==> config.mk <==
export PLATFORM = sky130hd
export DESIGN_NAME = pause_tx
export DESIGN_NICKNAME = d
export VERILOG_FILES = /design/src/rtl/pause_tx_pkg.sv /design/src/rtl/pause_tx_csr.sv /design/src/rtl/pause_tx_crc.sv /design/src/rtl/pause_tx_seq.sv /design/src/rtl/pause_tx.sv
export SDC_FILE = /design/constraint.sdc
export NUM_CORES = 1
export LEC_CHECK = 0
export ABC_AREA = 1
export BUFFER_PORTS_ARGS = -buffer_cell sky130_fd_sc_hd__buf_2
export CORE_ASPECT_RATIO = 2
export CORE_MARGIN = 4
export CORE_UTILIZATION = 59
export CTS_CLUSTER_DIAMETER = 60
export DETAILED_ROUTE_END_ITERATION = 12
export GPL_ROUTABILITY_DRIVEN = 1
export PLACE_DENSITY = 0.95
export SKIP_CTS_REPAIR_TIMING = 1
export SLEW_MARGIN = 0
export SYNTH_ARGS = -nofsm -noshare
export SYNTH_HDL_FRONTEND = slang
export SYNTH_SLANG_ARGS = --single-unit
export TNS_END_PERCENT = 50
==> constraint.sdc <==
create_clock -name clk -period 6.25 [get_ports clk]
set_input_delay 0.625 -clock clk [delete_from_list [all_inputs] [get_ports clk]]
set_output_delay 0.625 -clock clk [all_outputs]
set_load 0.01 [all_outputs]
==> src/rtl/pause_tx_pkg.sv <==
// Package: frame geometry, field constants and the CRC byte update shared by
// the pause transmitter. Assumes the standard minimum-size control frame.
package pause_tx_pkg;

    localparam int PREAMBLE_LEN = 7;
    localparam int ADDR_LEN     = 6;
    localparam int PAD_LEN      = 42;
    localparam int CRC_LEN      = 4;

    // byte offsets of each field inside the frame
    localparam int OFS_SFD   = PREAMBLE_LEN;
    localparam int OFS_DST   = OFS_SFD + 1;
    localparam int OFS_SRC   = OFS_DST + ADDR_LEN;
    localparam int OFS_TYPE  = OFS_SRC + ADDR_LEN;
    localparam int OFS_OPC   = OFS_TYPE + 2;
    localparam int OFS_QUANT = OFS_OPC + 2;
    localparam int OFS_PAD   = OFS_QUANT + 2;
    localparam int OFS_CRC   = OFS_PAD + PAD_LEN;
    localparam int FRAME_LEN = OFS_CRC + CRC_LEN;
    localparam int IDX_W     = $clog2(FRAME_LEN);

    localparam logic [7:0]  PREAMBLE_BYTE = 8'h55;
    localparam logic [7:0]  SFD_BYTE      = 8'hD5;
    localparam logic [47:0] CTRL_DST      = 48'h0180C2000001;
    localparam logic [15:0] CTRL_TYPE     = 16'h8808;
    localparam logic [15:0] PAUSE_OPCODE  = 16'h0001;
    localparam logic [31:0] CRC_POLY      = 32'hEDB88320;

    // Fold one byte into a reflected CRC-32 remainder, one bit per step.
    function automatic logic [31:0] crc32_byte(input logic [31:0] crc,
                                               input logic [7:0]  data);
        logic [31:0] c;
        c = crc ^ {24'd0, data};
        for (int b = 0; b < 8; b++) begin
            c = c[0] ? ((c >> 1) ^ CRC_POLY) : (c >> 1);
        end
        return c;
    endfunction

endpackage

==> src/rtl/pause_tx_csr.sv <==
// Control register: holds the pause quantum, pass flag, enable and busy.
// Assumes a write takes effect on the clock edge at which it is presented.
// While busy is set, writes are dropped; done has priority over a write.
module pause_tx_csr (
    input  logic        clk,
    input  logic        rst_n,
    input  logic        wr_en,
    input  logic [31:0] wr_data,
    input  logic        full_duplex,
    input  logic        done,
    output logic        start,
    output logic        busy,
    output logic [15:0] quantum,
    output logic [31:0] rd_data
);
    logic pass_q;
    logic enable_q;

    // Decide whether this write launches a frame.
    always_comb begin
        start = wr_en && !busy && wr_data[0] && wr_data[1] && full_duplex;
    end

    // Register update: done clears busy, an idle write loads the fields.
    always_ff @(posedge clk) begin
        if (!rst_n) begin
            busy     <= 1'b0;
            pass_q   <= 1'b0;
            enable_q <= 1'b0;
            quantum  <= '0;
        end else if (busy) begin
            if (done) busy <= 1'b0;
        end else if (wr_en) begin
            quantum  <= wr_data[31:16];
            pass_q   <= wr_data[2];
            enable_q <= wr_data[1];
            busy     <= start;
        end
    end

    // Read view in the register's own bit layout.
    always_comb begin
        rd_data = {quantum, 13'd0, pass_q, enable_q, busy};
    end
endmodule

==> src/rtl/pause_tx_crc.sv <==
// Running CRC-32 over the payload bytes. Assumes init and en never overlap.
// Exposes the raw remainder; the caller complements it on output.
module pause_tx_crc (
    input  logic        clk,
    input  logic        rst_n,
    input  logic        init,
    input  logic        en,
    input  logic [7:0]  data,
    output logic [31:0] crc
);
    import pause_tx_pkg::*;

    // Hold the remainder: preset on init, fold a byte on en.
    always_ff @(posedge clk) begin
        if (!rst_n)    crc <= '1;
        else if (init) crc <= '1;
        else if (en)   crc <= crc32_byte(crc, data);
    end
endmodule

==> src/rtl/pause_tx_seq.sv <==
// Byte sequencer: walks the frame index while busy and selects each byte.
// Assumes busy stays set until done and that src_mac is stable per frame.
module pause_tx_seq (
    input  logic        clk,
    input  logic        rst_n,
    input  logic        busy,
    input  logic        ready,
    input  logic [15:0] quantum,
    input  logic [47:0] src_mac,
    input  logic [31:0] crc,
    output logic [7:0]  data,
    output logic        last,
    output logic        crc_en,
    output logic        done
);
    import pause_tx_pkg::*;

    localparam int LAST_IDX = FRAME_LEN - 1;

    logic [IDX_W-1:0] idx;
    logic             adv;
    int               pos;

    // Handshake and field boundaries.
    always_comb begin
        pos    = int'(idx);
        adv    = busy && ready;
        last   = busy && (pos == LAST_IDX);
        done   = adv && (pos == LAST_IDX);
        crc_en = adv && (pos >= OFS_DST) && (pos < OFS_CRC);
    end

    // Frame index: advance per accepted byte, wrap after the last one.
    always_ff @(posedge clk) begin
        if (!rst_n)    idx <= '0;
        else if (done) idx <= '0;
        else if (adv)  idx <= idx + 1'b1;
    end

    // Byte selection by field.
    always_comb begin
        if (pos < OFS_SFD)        data = PREAMBLE_BYTE;
        else if (pos < OFS_DST)   data = SFD_BYTE;
        else if (pos < OFS_SRC)   data = CTRL_DST[8*(OFS_SRC-1-pos) +: 8];
        else if (pos < OFS_TYPE)  data = src_mac[8*(OFS_TYPE-1-pos) +: 8];
        else if (pos < OFS_OPC)   data = CTRL_TYPE[8*(OFS_OPC-1-pos) +: 8];
        else if (pos < OFS_QUANT) data = PAUSE_OPCODE[8*(OFS_QUANT-1-pos) +: 8];
        else if (pos < OFS_PAD)   data = quantum[8*(OFS_PAD-1-pos) +: 8];
        else if (pos < OFS_CRC)   data = 8'h00;
        else                      data = ~crc[8*(pos-OFS_CRC) +: 8];
    end
endmodule

==> src/rtl/pause_tx.sv <==
// Top: pause frame transmitter. Register, sequencer and CRC joined here.
// Assumes the sink obeys valid/ready and the link mode is quasi-static.
module pause_tx (
    input  logic        clk,
    input  logic        rst_n,
    input  logic        reg_wr_en,
    input  logic [31:0] reg_wr_data,
    output logic [31:0] reg_rd_data,
    input  logic        full_duplex,
    input  logic [47:0] src_mac,
    output logic [7:0]  tx_data,
    output logic        tx_valid,
    input  logic        tx_ready,
    output logic        tx_last
);
    logic        start;
    logic        busy;
    logic        done;
    logic        crc_en;
    logic [15:0] quantum;
    logic [31:0] crc;

    pause_tx_csr u_csr (
        .clk(clk), .rst_n(rst_n), .wr_en(reg_wr_en), .wr_data(reg_wr_data),
        .full_duplex(full_duplex), .done(done), .start(start), .busy(busy),
        .quantum(quantum), .rd_data(reg_rd_data)
    );

    pause_tx_seq u_seq (
        .clk(clk), .rst_n(rst_n), .busy(busy), .ready(tx_ready),
        .quantum(quantum), .src_mac(src_mac), .crc(crc), .data(tx_data),
        .last(tx_last), .crc_en(crc_en), .done(done)
    );

    pause_tx_crc u_crc (
        .clk(clk), .rst_n(rst_n), .init(start), .en(crc_en),
        .data(tx_data), .crc(crc)
    );

    // Output valid mirrors the busy bit.
    always_comb begin
        tx_valid = busy;
    end
endmodule

Yosys cells after proc, flatten, opt, wreduce, memory -nomap -nowiden

Cells that the tools add are included.

Bits in registers: 58
Input port bits: 85
Logic and storage cells: 73
Output and inout port bits: 42

Reductions and logical operators: 13
Multiplexer cells: 19
$add $sub $neg: 7
Bitwise logic cells: 12
Shifts and indexed selects: 6
Order comparisons: 9
Eq/ne operators: 1

Operator list:

| cell                     | count |
|---|---|
| $mux 32                  | 8 |
| $not 13->14              | 8 |
| $mux 8                   | 8 |
| $shiftx 16x32->8 const A | 2 |
| $shiftx 48x32->8         | 1 |
| $shiftx 48x32->8 const A | 1 |
| $shiftx 16x32->8         | 1 |
| $shiftx 32x32->8         | 1 |
| $sub 5x7->8 const A      | 4 |
| $xor 32x8->32            | 1 |
| $lt 7x5->1 const B       | 4 |
| $lt 7x4->1 const B       | 2 |
| $logic_and 1x1->1        | 9 |
| $not 8->8                | 1 |
| $sub 4x7->8 const A      | 1 |
| $sub 7x7->8 const B      | 1 |
| $add 7x1->7 const B      | 1 |
| $eq 7x7->1 const B       | 1 |
| $ge 7x4->1 const B       | 1 |
| $lt 7x3->1 const B       | 1 |
| $lt 7x7->1 const B       | 1 |
| $reduce_or 2->1          | 2 |
| $mux 1                   | 3 |
| $not 1->1                | 2 |
| other kinds (2)          | 2 |

Longest topological paths before layout

Depth after elaboration: 28
Gate-level depth with buffers: 23
Depth with buffers taken out: 21

By module

Synthesis repeated with hierarchy kept, for this count alone.

Cells, all modules: 883
Area total of the unflattened synthesis: 5139.9 um^2

Modules (own cells, without submodules):

| module       | cells an instance | instances | sequential area each (um^2) | area each (um^2) |
|---|---|---|---|---|
| pause_tx_crc | 381               | 1         | 640.6                       | 2322.2 |
| pause_tx_seq | 382               | 1         | 140.1                       | 1884.3 |
| pause_tx_csr | 120               | 1         | 380.4                       | 933.4 |

Least setup slack after synthesis

OpenSTA, ideal clock, no wires.

Kind: register -> register
Start: reg u_seq.idx[2]
End: reg u_crc.crc[25]
Buffers on the path: 1
Path slack: 3.559 ns
Library setup time: 0.115 ns
Data arrival time: 2.576 ns
Cell stages (with the launch flop): 22
Required time: 6.135 ns
Path through: dfxtp_1 -> inv_1 -> buf_2 -> ha_1 -> nor2_1 -> o21ai_0 -> nor2_1 -> nand3_1 -> nand2_1 -> inv_1 -> nand2_1 -> nand3_1 -> nand2_1 -> nand2_1 -> nand2_2 -> nand2_2 -> nand2_4 -> nand2_1 -> nand2_1 -> nand2_1 -> nand3_1 -> nand2_1

Elaborated cells on any way between the ends: 46
Those cells by class: add/sub (6); order compare (9); shift (6); mux (16); bitwise (7); reduce/logical (2)

RTL lines:

| item                      | RTL line           | text |
|---|---|---|
| start, declared           | pause_tx_seq.sv:20 | `logic [IDX_W-1:0] idx;` |
| start signal, assigned    | pause_tx_seq.sv:37 | `else if (adv) idx <= idx + 1'b1;` |
| $sub 7x7->8               | pause_tx_seq.sv:50 | `else data = ~crc[8*(pos-OFS_CRC) +: 8];` |
| $shiftx 32x32->8          | pause_tx_seq.sv:50 |  |
| $not 8->8                 | pause_tx_seq.sv:50 |  |
| $mux 8                    | pause_tx_seq.sv:49 | `else if (pos < OFS_CRC) data = 8'h00;` |
| $mux 8                    | pause_tx_seq.sv:48 | `else if (pos < OFS_PAD) data = quantum[8*(OFS_PAD-1-pos) +: 8];` |
| $mux 8                    | pause_tx_seq.sv:47 | `else if (pos < OFS_QUANT) data = PAUSE_OPCODE[8*(OFS_QUANT-1-pos) +: 8];` |
| $mux 8                    | pause_tx_seq.sv:46 | `else if (pos < OFS_OPC) data = CTRL_TYPE[8*(OFS_OPC-1-pos) +: 8];` |
| $mux 8                    | pause_tx_seq.sv:45 | `else if (pos < OFS_TYPE) data = src_mac[8*(OFS_TYPE-1-pos) +: 8];` |
| [... 3 more ...]          | n/a                |  |
| via tx_data[2]            | pause_tx.sv:11     | `output logic [7:0] tx_data,` |
| $xor 32x8->32 (*)         | pause_tx_pkg.sv:33 | `c = crc ^ {24'd0, data};` |
| $mux 32 (*) (3 in series) | pause_tx_pkg.sv:35 | `c = c[0] ? ((c >> 1) ^ CRC_POLY) : (c >> 1);` |
| $not 13->14 (no line)     | n/a                |  |
| $mux 32 (*) (2 in series) | pause_tx_pkg.sv:35 |  |
| $not 13->14 (no line)     | n/a                |  |
| $mux 32 (*)               | pause_tx_pkg.sv:35 |  |
| $not 13->14 (no line)     | n/a                |  |
| $mux 32 (*) (2 in series) | pause_tx_pkg.sv:35 |  |
| end signal, assigned      | pause_tx_crc.sv:17 | `else if (en) crc <= crc32_byte(crc, data);` |
| end, declared             | pause_tx_crc.sv:9  | `output logic [31:0] crc` |

The timed path passes the listed nets; every way through them passes the cells marked *.
A chain may end at the register's enable or synchronous reset.

Final worst setup path

Start: reg u_seq.idx[2]
End: out tx_data[5]

Longest elaborated chain between the ends: 11
Elaborated cells on any way between the ends: 29
Those cells by class: add/sub (6); order compare (8); shift (6); mux (8); bitwise (1)

RTL lines:

| item             | RTL line           | text |
|---|---|---|
| $sub 7x7->8      | pause_tx_seq.sv:50 |  |
| $shiftx 32x32->8 | pause_tx_seq.sv:50 |  |
| $not 8->8        | pause_tx_seq.sv:50 |  |
| $mux 8           | pause_tx_seq.sv:49 |  |
| $mux 8           | pause_tx_seq.sv:48 |  |
| $mux 8           | pause_tx_seq.sv:47 |  |
| $mux 8           | pause_tx_seq.sv:46 |  |
| $mux 8           | pause_tx_seq.sv:45 |  |
| $mux 8           | pause_tx_seq.sv:44 | `else if (pos < OFS_SRC) data = CTRL_DST[8*(OFS_SRC-1-pos) +: 8];` |
| $mux 8           | pause_tx_seq.sv:43 | `else if (pos < OFS_DST) data = SFD_BYTE;` |
| $mux 8 (*)       | pause_tx_seq.sv:42 | `if (pos < OFS_SFD) data = PREAMBLE_BYTE;` |
| end, declared    | pause_tx.sv:11     |  |

Every way passes the cells marked *; elsewhere a longest branch is shown, timed or not.

==> impl_metrics.ini <==
[clock_network]
cts.sinks = 58
cts_tree = done
cts.clk_slew.worst_paths_ns = 0.05
clockBufferDepth = 2
cts_inserted_buffers = 9
root_buffer = clkbuf_16
clk_latency_ns = 0.34
ctsHtreeMaxLevel = 3

[timing]
hold_viol = 0
fin_worst_skew_ns = 0.00777
rsz0062_at_grt = no
max_clock_freq_mhz = 242
min_period_over_period = 0.660
tns_ns = 0
worst_pin_slew_ns = 0.742
drv_slew = 0
min_period_ns = 4.12
setup-violations-final = 0
relSlewSlack = 0.504

[global_routing]
grt_max_degree = 62
overflow = 0
grt_util_all_layers = 0.331
first_global_vias = 5608
grt_first_pass_wirelength_um = 25600
antenna_found_initial = 0

[critical_path]
critPathMaxStageDelay_ns = 0.75
crit_path_end_kind = primary output
crit_fanout = 15
r2r_setup_slack_ns = 2.13
worst-setup-path-type = reg -> out
r2r-start = u_seq.idx[2]$_SDFFE_PP0P_
slowest_stage = dfxtp_1
critical_path_buf_inv_count = 4
cp_cell_sequence = inv_1 > ha_1 > nor2_1 > inv_1 > nor2_1 > o21ai_0 > a21oi_1 > nand2_1 > nand2_1 > nand2_1 > inv_1 > buf_2
worstReg2RegEnd = u_crc.crc[18]$_SDFFE_PP1P_
arrival_ns = 3.50
critPathTopFamily = buffers and inverters
cp-start-kind = register
r2r_cells = 19
required_ns = 5.62

[worst_hold_path]
min_to = u_csr.enable_q$_SDFFE_PN0P_
hp-class = reg -> reg
hold_start = u_csr.enable_q$_SDFFE_PN0P_
hold_depth = 2

[logic_synthesis]
synth-adder-area-share = 0.0202
yosys_register_bits = 58
seq_area_frac_synth = 0.234
synth_compound_area_frac = 0.137
avgSynthCellArea_um2 = 5.82
syn-instance-count = 853
synth_top_family_by_area = simple AND/OR/NAND/NOR gates
synthSimpleGateAreaFrac = 0.448
yosysUniqueCellTypes = 38
netlist_area_mm2 = 0.00496
synthMuxAreaShare = 0
synth_warnings = 0
synthXorXnorAreaFrac = 0.0418

[detailed_routing]
initialDrtViolationCount = 630
dr.pass1.iters = 8
postRouteAntennaNets = 0
wl_per_cell_um = 15.9
post_drt_via_cell_ratio = 5.79
drc_errors = 0
totalWireLength_um = 16500
route.vias.total = 6002

[pwr]
vdd_drop_max_mv = 0.213
power.leakage_nw = 3.02
powerDensity_mw_per_mm2 = 184

[floorplan]
die_area_mm2 = 0.0100
start_util = 0.603
ioPinCount = 127
num_rows = 47
fp.dieH_um = 138
core_area_mm2 = 0.00823
fp.dieW_um = 72.9

[placement]
dp_hpwl_um = 11700
place.gp.congestion = 0.981
dp.cells = 1021
io_buffers = 100

[layout]
area_growth_pct = 15.3
nNetsFinal = 1027
drive_above_1_share = 0.186
diodes = 0
fin_cells = 1037
final_cell_mix = nand2_1 (294), buf_2 (100), nand3_1 (94)
final_common_cell = nand2_1

[job]
cap_violations = 0

[status]
status = completed
-- where the power goes --
group	internal [mW]	total [mW]	switching (mW)
Sequential	0.380	0.387	0.00729
Clock	0.389	0.571	0.182
Combinational	0.0379	0.0926	0.0546
-- worst reg2reg max path, cell delays in order (launching register included) --
cell,delay [ns]
dfxtp_1,0.75
inv_1,0.51
ha_1,0.48
nor2_1,0.34
inv_1,0.21
nor2_1,0.11
o21ai_0,0.09
a21oi_1,0.15
nand2_1,0.07
nand2_1,0.12
nand2_1,0.13
nand2_1,0.10
nand2_2,0.18
nand2_1,0.14
nand2_2,0.13
nand2_1,0.14
nand2_1,0.16
nand3_1,0.11
nand3_1,0.07
nand2_1,0.07
-- cell type report --
cell class / instances / area, µm²
flip-flops and latches: 58 / 1160
fillers: 718 / 2510
clock inverters: 5 / 103
inverters: 81 / 304
clock buffers: 11 / 233
well taps: 98 / 123
multi-input cells: 680 / 3270
repair buffers: 104 / 531
-- synthesized netlist by cell type --
cell type    n  area (µm²)
nor2_1      74         278
a21boi_2     1        11.3
nand3_4      1        17.5
buf_4       20         150
clkbuf_1    12        45.0
o221ai_1     1        8.76
o21ai_2      1        8.76
buf_1        2        7.51
inv_1       72         270
a21oi_2      1        8.76
nand4_1      2        12.5
o21a_1       7        52.6
xnor2_1      1        8.76
nand2_1    294        1100
nor2_2       3        18.8
dfxtp_1     58        1160
ha_1         8         100
nand3b_1     1        7.51
buf_6        3        33.8
xor2_1      19         166
inv_2        9        33.8
o21ai_1      9        45.0
nand3_2      3        30.0
nor2_4       2        22.5
nand3_1     94         470
a31oi_1      1        6.26
nand2_4      4        45.0
xor2_2       2        32.5
or2_1        2        12.5
nor3_1       6        30.0
o22ai_1      2        12.5
o21ai_0     41         205
buf_2        9        45.0
a21oi_1     48         240
or2_2        6        37.5
o211ai_1    11        82.6
nand2_2     22         138
conb_1       1        3.75
-- how the worst max path moves through the flow --
stage | to | cells past startpoint | startpoint
4_1_cts | tx_data[7] | 14 | u_seq.idx[2]$_SDFFE_PP0P_
3_3_place_gp | u_crc.crc[29]$_SDFFE_PP1P_ | 20 | u_seq.idx[2]$_SDFFE_PP0P_
2_1_floorplan | u_crc.crc[25]$_SDFFE_PP1P_ | 21 | u_seq.idx[2]$_SDFFE_PP0P_
6_report | tx_data[5] | 12 | u_seq.idx[2]$_SDFFE_PP0P_
3_5_place_dp | u_crc.crc[18]$_SDFFE_PP1P_ | 18 | u_seq.idx[2]$_SDFFE_PP0P_
5_1_grt | u_crc.crc[29]$_SDFFE_PP1P_ | 19 | u_seq.idx[2]$_SDFFE_PP0P_
-- metal layers --
metal	GRT usage	part of all wire	vias to the layer above	routed length (µm)
met5	0	0	-	0
met4	0.261	0.077	0	1270
met3	0.0628	0.076	118	1250
met2	0.598	0.53	360	8670
met1	0.314	0.32	2668	5320
li1	-	-	2856	-
-- per-stage QoR --
stage	power (mW)	setup slack, ns	area, µm²	hold WS [ns]	util
3_3_place_gp	0.484	2.38	5390	0.447	0.654
2_1_floorplan	0.452	3.56	5010	0.441	-
5_1_grt	1.08	1.88	5720	0.506	0.695
3_5_place_dp	0.485	2.35	5390	0.456	0.654
4_1_cts	1.05	2.26	5720	0.472	0.695
6_report	1.05	2.13	5720	0.472	0.695
-- sequential cells by signal, indices dropped and copies added (netlist names) --
name / flops
u_csr.quantum: 16
u_csr.pass_q: 1
u_crc.crc: 32
u_seq.idx: 7
u_csr.enable_q: 1
u_csr.busy: 1
-- cells by family (layout without fill, tap and decap cells) --
| group | after synthesis | count (layout) |
|---|---|---|
| buf+inv | 127 | 201 |
| compound gates | 123 | 123 |
| fa+ha+maj | 8 | 8 |
| other cells | 1 | 13 |
| flops | 58 | 58 |
| xor+xnor | 22 | 22 |
| simple gates | 514 | 514 |
No activity file was read; power rests on OpenSTA's default activity.
